File: src/rtl/sil_pkg.sv
package sil_pkg;
  localparam int CHAR_W = 8;

  typedef enum logic {
    LD_IDLE = 1'b0,
    LD_RUN  = 1'b1
  } ld_state_e;

  // Serial byte has word mark in bit 7 and check bit in bit 6;
  // storage wants them the other way round.
  function automatic logic [CHAR_W-1:0] remap_char(input logic [CHAR_W-1:0] b);
    return {b[6], b[7], b[5:0]};
  endfunction
endpackage

File: src/rtl/sil_seq.sv
module sil_seq #(
  parameter int LOAD_LEN = 200,
  parameter int AW       = 8
) (
  input  logic          clk,
  input  logic          rst_n,
  input  logic          start_i,
  input  logic          rx_valid_i,
  output logic          rx_ready_o,
  output logic          wr_en_o,
  output logic [AW-1:0] wr_addr_o,
  output logic          busy_o,
  output logic          done_o
);
  import sil_pkg::*;

  localparam int CW = $clog2(LOAD_LEN + 1);
  localparam logic [CW-1:0] LAST = CW'(LOAD_LEN - 1);

  ld_state_e     state_q, state_d;
  logic [CW-1:0] cnt_q, cnt_d;
  logic          done_q, done_d;
  logic          take, at_last;

  assign rx_ready_o = (state_q == LD_RUN) && !start_i;
  assign take       = rx_ready_o && rx_valid_i;
  assign at_last    = (cnt_q == LAST);

  always_comb begin
    state_d = state_q;
    cnt_d   = cnt_q;
    done_d  = 1'b0;
    if (start_i) begin
      state_d = LD_RUN;
      cnt_d   = '0;
    end else if (take) begin
      cnt_d = cnt_q + 1'b1;
      if (at_last) begin
        state_d = LD_IDLE;
        done_d  = 1'b1;
      end
    end
  end

  always_ff @(posedge clk or negedge rst_n) begin
    if (!rst_n) begin
      state_q <= LD_IDLE;
      cnt_q   <= '0;
      done_q  <= 1'b0;
    end else begin
      state_q <= state_d;
      cnt_q   <= cnt_d;
      done_q  <= done_d;
    end
  end

  assign wr_en_o   = take;
  assign wr_addr_o = AW'(cnt_q);
  assign busy_o    = (state_q == LD_RUN);
  assign done_o    = done_q;


  done_single_chk: assert property (@(posedge clk) disable iff (!rst_n)
    done_q |=> !done_q);


  done_after_last_chk: assert property (@(posedge clk) disable iff (!rst_n)
    (wr_en_o && at_last && !start_i) |=> (done_q && state_q == LD_IDLE));


  write_needs_busy_chk: assert property (@(posedge clk) disable iff (!rst_n)
    wr_en_o |-> (state_q == LD_RUN && rx_valid_i && !start_i));


  addr_step_chk: assert property (@(posedge clk) disable iff (!rst_n)
    wr_en_o |=> (cnt_q == $past(cnt_q) + 1'b1));


  addr_hold_chk: assert property (@(posedge clk) disable iff (!rst_n)
    (!wr_en_o && !start_i) |=> $stable(cnt_q));


  start_clear_chk: assert property (@(posedge clk) disable iff (!rst_n)
    start_i |=> (cnt_q == '0 && state_q == LD_RUN));
endmodule

File: src/rtl/sil_dpram.sv
module sil_dpram #(
  parameter int DEPTH = 256,
  parameter int AW    = 8,
  parameter int DW    = 8
) (
  input  logic          clk,
  input  logic          rst_n,
  input  logic [AW-1:0] a_addr_i,
  input  logic          a_we_i,
  input  logic [DW-1:0] a_wdata_i,
  output logic [DW-1:0] a_rdata_o,
  input  logic          b_we_i,
  input  logic [AW-1:0] b_addr_i,
  input  logic [DW-1:0] b_wdata_i
);
  logic [DW-1:0] mem [DEPTH];
  logic [DW-1:0] rd_q;

  // Port B is written last so it wins on an address clash.
  always_ff @(posedge clk) begin
    if (a_we_i) mem[a_addr_i] <= a_wdata_i;
    if (b_we_i) mem[b_addr_i] <= b_wdata_i;
  end

  always_ff @(posedge clk or negedge rst_n) begin
    if (!rst_n) rd_q <= '0;
    else        rd_q <= mem[a_addr_i];
  end

  assign a_rdata_o = rd_q;


  a_addr_range_chk: assert property (@(posedge clk) disable iff (!rst_n)
    a_we_i |-> (int'(a_addr_i) < DEPTH));
endmodule

File: src/rtl/ser_image_loader.sv
module ser_image_loader #(
  parameter int MEM_DEPTH = 256,
  parameter int LOAD_LEN  = 200,
  parameter int AW        = $clog2(MEM_DEPTH)
) (
  input  logic          clk,
  input  logic          rst_n,
  input  logic          start_i,
  input  logic          rx_valid_i,
  input  logic [7:0]    rx_data_i,
  output logic          rx_ready_o,
  output logic          busy_o,
  output logic          done_o,
  output logic          cpu_hold_o,
  input  logic [AW-1:0] cpu_addr_i,
  input  logic          cpu_we_i,
  input  logic [7:0]    cpu_wdata_i,
  output logic [7:0]    cpu_rdata_o
);
  import sil_pkg::*;

  logic          ld_we;
  logic [AW-1:0] ld_addr;
  logic [7:0]    ld_data;
  logic          busy;

  sil_seq #(.LOAD_LEN(LOAD_LEN), .AW(AW)) seq_i (
    .clk        (clk),
    .rst_n      (rst_n),
    .start_i    (start_i),
    .rx_valid_i (rx_valid_i),
    .rx_ready_o (rx_ready_o),
    .wr_en_o    (ld_we),
    .wr_addr_o  (ld_addr),
    .busy_o     (busy),
    .done_o     (done_o)
  );

  assign ld_data    = remap_char(rx_data_i);
  assign busy_o     = busy;
  assign cpu_hold_o = busy;

  sil_dpram #(.DEPTH(MEM_DEPTH), .AW(AW), .DW(CHAR_W)) ram_i (
    .clk       (clk),
    .rst_n     (rst_n),
    .a_addr_i  (cpu_addr_i),
    .a_we_i    (cpu_we_i),
    .a_wdata_i (cpu_wdata_i),
    .a_rdata_o (cpu_rdata_o),
    .b_we_i    (ld_we),
    .b_addr_i  (ld_addr),
    .b_wdata_i (ld_data)
  );


  hold_release_chk: assert property (@(posedge clk) disable iff (!rst_n)
    done_o |-> !cpu_hold_o);


  idle_no_ready_chk: assert property (@(posedge clk) disable iff (!rst_n)
    !busy |-> !rx_ready_o);
endmodule

File: config.mk
export PLATFORM = sky130hd
export DESIGN_NAME = ser_image_loader
export DESIGN_NICKNAME = d
export VERILOG_FILES = /design/src/rtl/sil_pkg.sv /design/src/rtl/sil_seq.sv /design/src/rtl/sil_dpram.sv /design/src/rtl/ser_image_loader.sv
export SDC_FILE = /design/constraint.sdc
export NUM_CORES = 2
export LEC_CHECK = 0
export BUFFER_PORTS_ARGS = -buffer_cell sky130_fd_sc_hd__buf_2
export CORE_MARGIN = 10
export CORE_UTILIZATION = 45
export CTS_CLUSTER_DIAMETER = 80
export CTS_CLUSTER_SIZE = 28
export DETAILED_ROUTE_END_ITERATION = 6
export GPL_TIMING_DRIVEN = 0
export PLACE_DENSITY = 0.62
export SLEW_MARGIN = 20
export SYNTH_ARGS = -nofsm -noshare
export SYNTH_HDL_FRONTEND = slang
export SYNTH_SLANG_ARGS = --single-unit
File: constraint.sdc
create_clock -name clk -period 3.65 [get_ports clk]
set_clock_uncertainty 0.2 [all_clocks]
set_input_delay 0.1825 -clock clk [delete_from_list [all_inputs] [get_ports clk]]
set_output_delay 0.1825 -clock clk [all_outputs]
set_load 0.02 [all_outputs]
==> summary.md <==
| Metric | Value |
|---|---|
| Outcome | `finished with violations` |
| Failing checks | `DRC, setup timing` |
| CP Launch Type | `input pin` |
| Number of global-route vias before repair | `around 65000` |
| Cell Area, Synth | `0.106 mm^2` |
| Final Max Tran Viols | `0` |
| Fin cells | `between 10000 and 15000` |
| Number of remaining DRC errors | `15` |
| Largest net degree at the start of global routing | `29` |
| Worst-path clk slew | `around 0.11 ns` |
| Mean Syn Cell Area | `16.4 um^2` |
| Utilization after layout | `0.496` |
| Core area | `0.235 mm^2` |
| CTS tree | `done` |
| Post-Syn Instances | `6450` |
| Root buf cell | `clkbuf_16` |
| Setup WS pre-CTS | `-1.47 ns` |
| Placed cell count | `between 9000 and 10000` |
| Minimum clock period after layout | `4.06 ns` |
| # IOs | `between 40 and 50` |
| Die Span X | `505 um` |
| Die ar. | `0.255 mm^2` |
| First-pass DRT Iterations | `7` |
| Clock Tree Buf Depth | `3` |
| Total nets after synthesis | `~6500` |
| CP required | `3.92 ns` |
| Layout cells sized above 1 | `0.499` |
| Ys flop type | `edfxtp_1` |
| Yosys reg bits | `roughly 2100` |
| WHS | `0.0964 ns` |
| Final Cycle Share | `1.11` |
| Maximum level of the CTS H-tree | `3` |
| Type of the worst setup path | `input pin to register` |
| Leakage dissipation | `around 37 nW` |
| Slew @ Worst Pin | `about 1.4 ns` |
| Drt first-iter violations | `approximately 11000` |
| Synth unique cells | `39` |
| Worst Path Arrival | `~4.3 ns` |
| Clock buffers created by TritonCTS | `118` |
| Sequential area share after synthesis | `0.585` |
| Synth Warn # | `0` |
| Max-Cap Viols | `0` |
| Initial antenna violation count | `55` |
| Largest fanout on the critical path | `10` |
| Post-synth ARST share | `0.00871` |
| GR Util All Layers | `0.324` |
| Final net count | `6721` |
| F_max | `around 250 MHz` |
| I/O Buffers | `23` |
| Vias/cell | `6.88` |
| Worst hold-check path type | `input pin to register` |
| Max VDD drop | `approximately 0.00044 V` |
| RSZ-0062 raised after global routing | `yes` |
| Initial Util | `0.451` |
| WL/cell | `42.6 um` |
| Final setup fails | `approximately 460` |
| Gpl congestion | `~1.0` |
| Total chip power | `between 0.04 and 0.05 W` |
| Critical Path End Type | `register` |
| Total number of vias | `roughly 70000` |
| Die Ht | `just over 500 um` |
| Final Routed Wirelength | `about 430000 um` |
| Multi-input logic area | `about 0.042 mm^2` |
| Worst Slack Setup Final | `-0.406 ns` |
| Worst slew margin | `0.0468` |
| Synth-to-layout area growth | `9.96%` |
| Sequential Area | `slightly above 0.06 mm^2` |
| Filler Cells Inserted | `~20000` |
| Post-route antenna net violation count | `0` |
| First-pass GRT wire length | `~570000 um` |
| Final Hold Fails | `0` |
| Worst skew pair latency | `between 0.8 and 0.9 ns` |
| CTS Sinks | `a little over 2000` |
| Post-synth EDFFs | `a little over 2000` |
| Pwr dens | `between 400 and 500 mW/mm^2` |
| Grt ovf | `0` |
| Core Rows | `about 180` |
| Hpwl dp | `between 300000 and 400000 um` |
| R2R setup slack | `-0.11 ns` |
-- sequential cells by signal, indices dropped and copies added, names as in the netlist --
signal,cells
ram_i.mem,2048
ram_i.a_rdata_o,8
seq_i.wr_addr_o,8
seq_i.busy_o,1
seq_i.done_o,1
-- cell type report --
cell class / count / share of cell area
flip-flops and latches: 2066 / 0.532
multi-input cells: 3639 / 0.358
well taps: 3150 / 0.0338
plain buffers: 736 / 0.0291
clock buffers: 129 / 0.0261
repair buffers: 123 / 0.0112
clock inverters: 95 / 0.00912
diodes: 59 / 0.00127
inverters: 4 / 0.000129
-- logic make-up after synthesis --
kind of cell / count (synthesis) / share of synthesized area
AOI/OAI and AO/OA: 676 / 0.0400
xor gates and xnor gates: 6 / 0.000496
adders and majority gates: 4 / 0.000472
buffers and inverters: 745 / 0.0294
DFF: 2066 / 0.585
muxes: 2560 / 0.326
and+or+nand+nor: 393 / 0.0185
-- through the flow --
step / instance area (um^2) / setup TNS, ns
after floorplan: 106000 / 0
after global placement: 110000 / -2962.23
after detailed placement: 111000 / -1937.75
after CTS: 116000 / -6.64
after global routing: 116000 / -0.0174
final: 117000 / -35.38
-- layout by cell type (no fill, tap or decap), types with 83 or more instances in the layout --
cell type	synthesis	routed
edfxtp_1	2048	2048
o21ai_2	0	136
nand2_2	70	83
o21ai_1	0	107
buf_2	81	100
clkbuf_1	572	475
nand2_1	213	199
a21oi_1	130	130
clkbuf_16	0	120
mux4_2	512	512
a22oi_1	256	256
clkbuf_2	1	104
mux2_2	2047	2047
-- per-layer routing --
layer  vias up  share of wire  wire length (um)  track usage
li1      26400              -                 -            -
met1     36000           0.37            157000        0.426
met2      5217           0.42            181000        0.460
met3      1149           0.14             58300        0.117
met4        38          0.069             29300        0.183
met5         -         0.0019               813       0.0169
-- synthesized netlist by cell type (all sizes together) (18+ instances only) --
cell | instances | area (um^2)
a22oi | 256 | 1920
mux4 | 512 | 11500
edfxtp | 2048 | 61500
and2 | 21 | 131
mux2 | 2048 | 23100
dfrtp | 18 | 450
nand2 | 283 | 1240
clkbuf | 573 | 2150
nor2 | 23 | 86.3
o41ai | 32 | 340
buf | 168 | 946
a21oi | 130 | 651
o21ai | 244 | 1220
-- worst paths after layout --
kind                                          from                 end  depth (start not counted)
worst min-delay path                cpu_wdata_i[0]     ram_i.mem[4][0]                          2
worst max-delay path                 cpu_addr_i[3]  ram_i.a_rdata_o[7]                          9
max in group asynchronous                    rst_n  ram_i.a_rdata_o[4]                          4
worst min register to register  seq_i.wr_addr_o[0]  seq_i.wr_addr_o[0]                          2
min in group asynchronous                    rst_n        seq_i.busy_o                          4
worst max register to register   ram_i.mem[202][7]  ram_i.a_rdata_o[7]                          5
-- worst max-delay path: stages --
cell,delay [ns]
buf_2,0.18
nor2b_1,0.15
clkbuf_1,0.30
clkbuf_2,0.56
clkbuf_1,0.55
a22oi_1,0.47
a21oi_1,0.23
o41ai_2,0.87
nand4_1,0.81
-- where the power goes --
part | internal [W] | switching (W) | total [W]
clock network | 0.00678 | 0.00933 | 0.0161
registers | 0.0261 | 0.0000291 | 0.0261
logic | 0.00175 | 0.00327 | 0.00502
-- repair_timing --
item | CTS | global route
hold buffers | 25 | 0
pin swaps | 0 | 5
gates resized for setup | 154 | 135
endpoints found under the hold margin | 175 | 0
setup buffers | 0 | 2
endpoints found under the setup margin | 3334 | 864
No activity file was read; power rests on OpenSTA's default activity.
